<file path="src/rtl/spt_pkg.sv">
package spt_pkg;
  typedef enum logic [1:0] {
    CHK_NONE,
    CHK_PASS,
    CHK_RECOVER,
    CHK_MISUSE
  } chk_res_e;
endpackage

</file>
<file path="src/rtl/spt_state_bank.sv">
module spt_state_bank #(
  parameter int NUM_REGS = 32,
  parameter int IDX_W    = $clog2(NUM_REGS)
) (
  input  logic                clk_i,
  input  logic                rst_ni,
  input  logic                ld_valid_i,
  input  logic [IDX_W-1:0]    ld_rd_i,
  input  logic                ld_fault_i,
  input  logic                wr_valid_i,
  input  logic [IDX_W-1:0]    wr_rd_i,
  input  logic                alu_valid_i,
  input  logic [IDX_W-1:0]    alu_rd_i,
  input  logic                alu_tok_i,
  input  logic                chk_valid_i,
  input  logic [IDX_W-1:0]    chk_rs_i,
  output logic [NUM_REGS-1:0] tok_o,
  output logic [NUM_REGS-1:0] mark_o
);
  for (genvar g = 0; g < NUM_REGS; g++) begin : g_reg
    localparam logic [IDX_W-1:0] MY_IDX = IDX_W'(g);
    logic wr_hit, alu_hit, ld_hit, chk_hit;
    logic tok_d, mark_d, tok_q, mark_q;

    assign wr_hit  = wr_valid_i  && (wr_rd_i  == MY_IDX);
    assign alu_hit = alu_valid_i && (alu_rd_i == MY_IDX);
    assign ld_hit  = ld_valid_i  && (ld_rd_i  == MY_IDX);
    assign chk_hit = chk_valid_i && (chk_rs_i == MY_IDX);

    // priority: plain write > alu > spec load > check clear
    always_comb begin
      tok_d  = tok_q;
      mark_d = mark_q;
      if (wr_hit) begin
        tok_d  = 1'b0;
        mark_d = 1'b0;
      end else if (alu_hit) begin
        tok_d  = alu_tok_i;
        mark_d = 1'b0;
      end else if (ld_hit) begin
        tok_d  = ld_fault_i;
        mark_d = 1'b1;
      end else if (chk_hit) begin
        tok_d  = 1'b0;
        mark_d = 1'b0;
      end
    end

    always_ff @(posedge clk_i or negedge rst_ni) begin
      if (!rst_ni) begin
        tok_q  <= 1'b0;
        mark_q <= 1'b0;
      end else begin
        tok_q  <= tok_d;
        mark_q <= mark_d;
      end
    end

    assign tok_o[g]  = tok_q;
    assign mark_o[g] = mark_q;
  end
endmodule

</file>
<file path="src/rtl/spt_src_read.sv">
module spt_src_read #(
  parameter int NUM_REGS = 32,
  parameter int NUM_SRC  = 2,
  parameter int IDX_W    = $clog2(NUM_REGS)
) (
  input  logic [NUM_REGS-1:0]      tok_i,
  input  logic [NUM_SRC*IDX_W-1:0] rs_i,
  output logic [NUM_SRC-1:0]       src_tok_o,
  output logic                     any_tok_o
);
  for (genvar s = 0; s < NUM_SRC; s++) begin : g_src
    assign src_tok_o[s] = tok_i[rs_i[s*IDX_W +: IDX_W]];
  end
  assign any_tok_o = |src_tok_o;
endmodule

</file>
<file path="src/rtl/spt_check_unit.sv">
module spt_check_unit
  import spt_pkg::*;
#(
  parameter int NUM_REGS = 32,
  parameter int IDX_W    = $clog2(NUM_REGS)
) (
  input  logic                clk_i,
  input  logic                rst_ni,
  input  logic [NUM_REGS-1:0] tok_i,
  input  logic [NUM_REGS-1:0] mark_i,
  input  logic                chk_valid_i,
  input  logic [IDX_W-1:0]    chk_rs_i,
  output logic                recover_o,
  output logic [IDX_W-1:0]    recover_idx_o,
  output logic                pass_o,
  output logic                misuse_o
);
  chk_res_e res_d, res_q;
  logic [IDX_W-1:0] idx_q;

  always_comb begin
    res_d = CHK_NONE;
    if (chk_valid_i) begin
      if (tok_i[chk_rs_i])       res_d = CHK_RECOVER;
      else if (mark_i[chk_rs_i]) res_d = CHK_PASS;
      else                       res_d = CHK_MISUSE;
    end
  end

  always_ff @(posedge clk_i or negedge rst_ni) begin
    if (!rst_ni) begin
      res_q <= CHK_NONE;
      idx_q <= '0;
    end else begin
      res_q <= res_d;
      if (chk_valid_i) idx_q <= chk_rs_i;
    end
  end

  assign recover_o     = (res_q == CHK_RECOVER);
  assign pass_o        = (res_q == CHK_PASS);
  assign misuse_o      = (res_q == CHK_MISUSE);
  assign recover_idx_o = idx_q;
endmodule

</file>
<file path="src/rtl/spec_fault_tracker.sv">
module spec_fault_tracker #(
  parameter int NUM_REGS = 32,
  parameter int NUM_SRC  = 2,
  localparam int IDX_W   = $clog2(NUM_REGS)
) (
  input  logic                     clk_i,
  input  logic                     rst_ni,
  input  logic                     ld_valid_i,
  input  logic [IDX_W-1:0]         ld_rd_i,
  input  logic                     ld_fault_i,
  input  logic                     wr_valid_i,
  input  logic [IDX_W-1:0]         wr_rd_i,
  input  logic                     alu_valid_i,
  input  logic [IDX_W-1:0]         alu_rd_i,
  input  logic [NUM_SRC*IDX_W-1:0] alu_rs_i,
  input  logic                     chk_valid_i,
  input  logic [IDX_W-1:0]         chk_rs_i,
  output logic [NUM_SRC-1:0]       src_tok_o,
  output logic                     recover_o,
  output logic [IDX_W-1:0]         recover_idx_o,
  output logic                     pass_o,
  output logic                     misuse_o
);
  logic [NUM_REGS-1:0] tok, mark;
  logic                alu_tok;

  spt_state_bank #(.NUM_REGS(NUM_REGS), .IDX_W(IDX_W)) u_bank (
    .clk_i       (clk_i),
    .rst_ni      (rst_ni),
    .ld_valid_i  (ld_valid_i),
    .ld_rd_i     (ld_rd_i),
    .ld_fault_i  (ld_fault_i),
    .wr_valid_i  (wr_valid_i),
    .wr_rd_i     (wr_rd_i),
    .alu_valid_i (alu_valid_i),
    .alu_rd_i    (alu_rd_i),
    .alu_tok_i   (alu_tok),
    .chk_valid_i (chk_valid_i),
    .chk_rs_i    (chk_rs_i),
    .tok_o       (tok),
    .mark_o      (mark)
  );

  spt_src_read #(.NUM_REGS(NUM_REGS), .NUM_SRC(NUM_SRC), .IDX_W(IDX_W)) u_src (
    .tok_i     (tok),
    .rs_i      (alu_rs_i),
    .src_tok_o (src_tok_o),
    .any_tok_o (alu_tok)
  );

  spt_check_unit #(.NUM_REGS(NUM_REGS), .IDX_W(IDX_W)) u_chk (
    .clk_i         (clk_i),
    .rst_ni        (rst_ni),
    .tok_i         (tok),
    .mark_i        (mark),
    .chk_valid_i   (chk_valid_i),
    .chk_rs_i      (chk_rs_i),
    .recover_o     (recover_o),
    .recover_idx_o (recover_idx_o),
    .pass_o        (pass_o),
    .misuse_o      (misuse_o)
  );
endmodule

</file>
<file path="config.mk">
export PLATFORM = sky130hd
export DESIGN_NAME = spec_fault_tracker
export DESIGN_NICKNAME = d
export VERILOG_FILES = /design/src/rtl/spt_pkg.sv /design/src/rtl/spt_state_bank.sv /design/src/rtl/spt_src_read.sv /design/src/rtl/spt_check_unit.sv /design/src/rtl/spec_fault_tracker.sv
export SDC_FILE = /design/constraint.sdc
export NUM_CORES = 1
export LEC_CHECK = 0
export BUFFER_PORTS_ARGS = -buffer_cell sky130_fd_sc_hd__buf_2
export CAP_MARGIN = 20
export CORE_ASPECT_RATIO = 1.2
export CORE_MARGIN = 4
export CORE_UTILIZATION = 55
export DETAILED_ROUTE_END_ITERATION = 7
export GPL_ROUTABILITY_DRIVEN = 0
export GPL_TIMING_DRIVEN = 0
export PLACE_DENSITY = 0.81
export SYNTH_ARGS = -nofsm -noshare
export SYNTH_HDL_FRONTEND = slang
export SYNTH_SLANG_ARGS = --single-unit
export TNS_END_PERCENT = 10
</file>
<file path="constraint.sdc">
create_clock -name clk_i -period 2.2 [get_ports clk_i]
set_input_delay 0.11 -clock clk_i [delete_from_list [all_inputs] [get_ports clk_i]]
set_output_delay 0.11 -clock clk_i [all_outputs]
set_load 0.02 [all_outputs]
</file>
== After elaboration in Yosys (flattened, before gate mapping) ==
Cells that the tools add are included.
Storage, ports and cells
  output and inout bits: 10
  input bits: 37
  register bits after elaboration: 71
  logic and storage cells: 596
Cells by class
  reduce and logical (&&, ||, !) cells: 165
  eq/ne operators: 127
  muxes and demuxes: 235
  $lt $le $gt $ge: 3
Operators by type and width (count)
  5-bit equality test (second input constant): 64
  1-bit two-way mux: 228
  5-bit by 4-bit equality test with 1-bit output (second input constant): 32
  1-bit logical AND: 128
  4-bit nonzero test: 32
  5-bit by 3-bit equality test with 1-bit output (second input constant): 16
  5-bit by 2-bit equality test with 1-bit output (second input constant): 8
  1-bit binary-select mux with 5-bit select: 4
  5-bit by 1-bit equality test with 1-bit output (second input constant): 4
  5-bit zero test: 4
  5-bit by 6-bit less-than comparator with 1-bit output (second input constant): 3
  2-bit two-way mux: 3
  2-bit equality test (second input constant): 2
  2-bit by 1-bit equality test with 1-bit output (second input constant): 1
  2-bit OR reduction: 1

== Longest topological paths before layout ==
  word-level depth: 6
  mapped depth: 10
  gate-level depth less buffers: 7

== Cells and area by module ==
From an unflattened synthesis, not the netlist that was laid out.
Second synthesis, totals
  cell total of the unflattened synthesis: 714
  area total of the unflattened synthesis: 6015.8 µm²
By module, submodules not included
  spt_state_bank: times used 1, cells each 552, area an instance 4436.8 µm², sequential area each 1601.5 µm²
  spt_check_unit: times used 1, cells each 85, area an instance 924.6 µm², sequential area each 175.2 µm²
  spt_src_read: times used 1, cells each 77, area an instance 654.4 µm², sequential area each 0.0 µm²

== Worst setup path after synthesis ==
OpenSTA, ideal clock, no wires.
  path kind: register to register
  start point: register u_bank.g_reg[19].tok_q
  end point: register u_bank.g_reg[14].tok_q
  data required time: 2.069 ns
  stages on the path, launching flop included: 9
  arrival: 1.565 ns
  path buffers: 1
  period minus slack after synthesis: 1.696 ns
  library setup time: 0.131 ns
  slack: 0.504 ns
  cells stage by stage: dfrtp_1 -> mux2i_1 -> a22oi_1 -> nand4b_1 -> a21oi_1 -> a311o_2 -> nor2_4 -> buf_8 -> a221oi_2
Between the ends
  cells in the longest elaborated chain, start to end: 5
  elaborated cells between the ends (all ways): 7
  classes of those cells: mux (6); reduce/logical (1)
Ends and longest elaborated chain
  from (decl): line spt_state_bank.sv:23  | logic tok_d, mark_d, tok_q, mark_q;
  from (signal assigned): line spt_state_bank.sv:54  | tok_q <= tok_d;
  1-bit binary-select mux with 5-bit select: line spt_src_read.sv:12  | assign src_tok_o[s] = tok_i[rs_i[s*IDX_W +: IDX_W]];
  1-bit two-way mux (implied by the code): line spt_src_read.sv:12
  named net src_tok_o[0]: line spec_fault_tracker.sv:18  | output logic [NUM_SRC-1:0] src_tok_o,
  2-bit OR reduction: line spt_src_read.sv:14  | assign any_tok_o = |src_tok_o;
  1-bit two-way mux: line spt_state_bank.sv:37  | end else if (alu_hit) begin
  1-bit two-way mux: line spt_state_bank.sv:34  | if (wr_hit) begin
  to (signal assigned): line spt_state_bank.sv:54
  to (decl): line spt_state_bank.sv:23
The timed path passes the listed nets, and every way through them passes these cells. The select of a mux whose other input is x is not followed.
A chain may end at the register's enable or synchronous reset.

== Final worst setup path ==
  start point: register u_bank.g_reg[19].tok_q
  end point: register u_bank.g_reg[0].tok_q
Between the ends
  cells in the longest elaborated chain, start to end: 5
  elaborated cells between the ends (all ways): 7
  classes of those cells: mux (6); reduce/logical (1)
Ends and longest elaborated chain (line)
  1-bit binary-select mux with 5-bit select: spt_src_read.sv:12
  1-bit two-way mux (implied by the code): spt_src_read.sv:12
  2-bit OR reduction *: spt_src_read.sv:14
  1-bit two-way mux *: spt_state_bank.sv:37
  1-bit two-way mux *: spt_state_bank.sv:34
  to (signal assigned): spt_state_bank.sv:54
  to (decl): spt_state_bank.sv:23
Every way passes the cells marked *; elsewhere a longest branch is shown, timed or not. The select of a mux whose other input is x is not followed.

==> impl_results.md <==
- Status: finished clean
- CTS Root Cell: clkbuf_8
- Pre-antenna DRT Iters: 8
- Fin. Hold Viols: 0
- Port Buffers: 40
- Congestion Overflow GR: 0
- Hold worst-path end: u_chk.recover_idx_o[2]
- Row Count: 38
- Largest net degree at the start of global routing: 72
- Htree depth: 3
- Worst Max-Slew Pin Slew: 0.9230 ns
- Final Instance Area: 5638 um2
- Clock Path Buffers: 2
- Vias per inst: 7.009
- CP max FO: 10
- R2R Path End: u_bank.g_reg[0].tok_q
- Hold depth: 2
- First-pass GRT wire length: about 27,000 um
- Clock latency on the worst-skew pair: 0.36 ns
- Period utilization: a little over nine tenths
- Synth warn: 0
- All-Layer GR Usage: around 33%
- Post-route DRC: 0
- Reg2reg path depth: 8
- Initial core utilization: 56.29%
- Final slew viol count: 0
- Ant diodes: 0
- Flop pwr share: 45.2%
- Buffers & Inverters on Critical Path: 1
- Final worst path period need: 2.060 ns
- Drt total wl: around 17,000 um
- CP arrival: 2.29 ns
- Clk slew on worst S/H paths: ~0.07 ns
- DRT iter0 DRCs: around 760
- Worst relative slew slack: 38.47%
- Post-route ant nets: 0
- Layout net count: 663
- CP endpoint kind: flop
- Area after DPL: approximately 5400 um2
- Hold crit path type: input pin to flop
- Dpl cells: 734
- Sequential-to-total area share from yosys stat: between 30% and 40%
- Critical path class: flop to flop
- Sink Count: just over 70
- Setup_tns: 0 ns
- Post-route insts no fill: 751
- Mean area per synthesized cell: ~9 um2
- DIE HEIGHT: 113.3 um
- Syn Inst Count: between 500 and 600
- CP required: 2.43 ns
- Worst R2R Setup Slack: 0.14 ns
- Final setup violation count: 0
- Cell Area, Synth: 5085 um2
- Num CTS Buffers: 9
- Vias in the first global route: 5,198
- Max_cap viols: 0
- Share of layout cells above drive strength 1: 17.12%
- Wire per inst: 23.17 um
- Clock Power Share: between 20% and 30%
- Reg2reg start: u_bank.g_reg[19].tok_q
- Sw frac: 35.50%
- Seq cells post-synth: 71
- Post-CTS Setup Bufs: 0
- Post-layout util: a little over three fifths
- Die width: ~96 um
- Via count: 5,264
- Netlist cell types: 38
- Die area: 10,850 um2
- CTS resizes: 0
- Max Clk Rate: between 0.4 and 0.5 GHz
- Critical-path top delay cell: dfrtp_1
- CTS tree: yes
- RSZ-0062 raised after global routing: false
- I/O pin count: 47
- Crit path max-delay family: compound AO/OA/AOI/OAI gates
- Core area: 9034 um2
- Switching power total: roughly 1500 uW
- Syn_nets: 611
- Critical-path cell list: mux2i_1 -> a22oi_1 -> nand4b_1 -> a21oi_1 -> a311o_2 -> nor2_4 -> buf_6 -> a221oi_1
- Comb pwr share: between 20 and 30%
- Static leakage: approximately 0.0023 uW
- PwrDens: 744.5 nW/um2
- Slowest stage delay, CP: 0.42 ns
- P&R area growth vs syn: 10.88%
- Cell-internal power: 2707 uW
- Initial antenna violation count: 0
- HPWL Detailed: 12,600 um
- Setup Skew: 0.01316 ns
- Crit path launch type: flop
- Peak supply drop: 0.0003155 V
- Hold path start: chk_rs_i[2]
==> cell families after synthesis <==
family	after synthesis	share of synthesized area (%)
flip-flops	71	34.94
AO/OA/AOI/OAI	120	16.49
AND/OR/NAND/NOR	295	27.90
buffers and inverters	30	4.897
multiplexers	58	15.77
==> power by group through the flow <==
stage / sequential [uW] / clock, uW / combinational [uW]
after floorplan: 1760 / 0 / 881
after global placement: 1870 / 0 / 1180
after detailed placement: 1890 / 0 / 1210
after CTS: 1870 / 1050 / 1220
after global routing: 1910 / 1120 / 1330
final: 1900 / 1050 / 1250
==> synth_stat cells <==
cell type / count / share of area, %
buf_12: 1 / 0.39
a221oi_2: 10 / 3.0
nand4_1: 3 / 0.37
dlygate4sd3_1: 3 / 0.59
and2_1: 5 / 0.62
nand2b_1: 10 / 1.2
nor2b_1: 16 / 2.0
or2b_1: 1 / 0.15
buf_8: 2 / 0.59
nand3_1: 18 / 1.8
inv_1: 2 / 0.15
nand2_1: 63 / 4.7
nor3b_1: 1 / 0.15
buf_2: 3 / 0.30
clkbuf_1: 7 / 0.52
nor3_1: 34 / 3.3
clkdlybuf4s25_2: 6 / 1.2
mux2i_1: 37 / 7.3
nor2_1: 103 / 7.6
mux2_2: 4 / 0.89
buf_1: 1 / 0.074
buf_6: 5 / 1.1
or2_2: 4 / 0.49
o21ai_0: 2 / 0.20
nor2_4: 1 / 0.22
nand4b_1: 2 / 0.34
and2b_1: 3 / 0.44
a21oi_1: 66 / 6.5
a311o_2: 2 / 0.44
a221oi_1: 23 / 4.0
mux4_2: 16 / 7.1
mux4_1: 1 / 0.52
dfrtp_1: 71 / 35
nor4_1: 1 / 0.12
a22oi_1: 10 / 1.5
a31oi_1: 3 / 0.37
nand3b_1: 30 / 4.4
a211oi_1: 4 / 0.59
==> routing by layer <==
layer	up-vias	GRT usage, %	share of wire [%]	wire length, um
li1	2222	-	-	-
met1	2436	40.76	34	5961
met2	471	49.95	45	7811
met3	135	7.580	13	2297
met4	0	22.58	7.6	1330
met5	-	0	0	0
==> worst register-to-register path: stages, from the launching register on <==
cell and delay, ns:
dfrtp_1 0.42, mux2i_1 0.21, a22oi_1 0.13, nand4b_1 0.12
a21oi_1 0.06, a311o_2 0.41, nor2_4 0.24, buf_6 0.23
a221oi_1 0.12
==> final cells by class <==
class                      count  area [um2]
clock buffer                  12       145.1
tap                          120       150.1
buffer                        28       241.5
inverter                       2       7.507
sequential                    71        1777
multi-input combinational    473        3059
fill                         784        3396
timing repair buffer          41       212.7
clock inverter                 4       45.04
==> stage by stage <==
step	hold slack [ns]	power, uW	setup slack (ns)
2_1_floorplan	-0.1856	2644	0.5044
3_3_place_gp	0.4534	3046	0.1366
3_5_place_dp	0.2897	3102	0.1065
4_1_cts	0.09067	4133	0.1889
5_1_grt	0.09784	4356	0.06842
6_report	0.09293	4197	0.1402
==> how the worst max path moves through the flow <==
| stage | from | end | slack (ns) | cells after the start |
|---|---|---|---|---|
| final | u_bank.g_reg[19].tok_q | u_bank.g_reg[0].tok_q | 0.14 | 8 |
| after global routing | u_bank.g_reg[19].tok_q | u_bank.g_reg[31].tok_q | 0.07 | 8 |
| after CTS | u_bank.g_reg[19].tok_q | u_bank.g_reg[0].tok_q | 0.19 | 8 |
| after detailed placement | chk_rs_i[1] | u_chk.res_q[1] | 0.11 | 6 |
| after global placement | chk_rs_i[0] | u_chk.res_q[1] | 0.14 | 7 |
| after floorplan | u_bank.g_reg[19].tok_q | u_bank.g_reg[14].tok_q | 0.50 | 8 |
==> cell usage in the layout, fill, tap and decap left out, types with 2 or more instances in the layout <==
| cell type | instances |
|---|---|
| nor2_1 | 103 |
| dfrtp_1 | 71 |
| a21oi_1 | 66 |
| nand2_1 | 63 |
| buf_2 | 42 |
| mux2i_1 | 37 |
| nor3_1 | 34 |
| nand3b_1 | 30 |
| a221oi_1 | 23 |
| nand3_1 | 18 |
| mux4_2 | 16 |
| nor2b_1 | 16 |
| a22oi_1 | 10 |
| nand2b_1 | 10 |
| a221oi_2 | 10 |
| clkbuf_8 | 10 |
| clkbuf_1 | 9 |
| clkdlybuf4s25_2 | 6 |
| buf_6 | 5 |
| and2_1 | 5 |
| a211oi_1 | 4 |
| or2_2 | 4 |
| mux2_2 | 4 |
| dlygate4sd3_1 | 4 |
| and2b_1 | 3 |
| a31oi_1 | 3 |
| nand4_1 | 3 |
| clkinv_2 | 3 |
| nand4b_1 | 2 |
| a311o_2 | 2 |
| buf_8 | 2 |
| o21ai_0 | 2 |
| inv_1 | 2 |
==> state kept, by name, summed over array words and instances (netlist names) <==
register / cells
u_chk.recover_idx_o: 5
u_bank.g.mark_q: 32
u_bank.g.tok_q: 32
u_chk.res_q: 2
==> repair_timing <==
action | 4_1_cts | 5_1_grt
hold buffers | 1 | 0
hold endpoints to repair | 71 | 0
setup endpoints to repair | 0 | 0
Power figures use the tool's default switching activity.
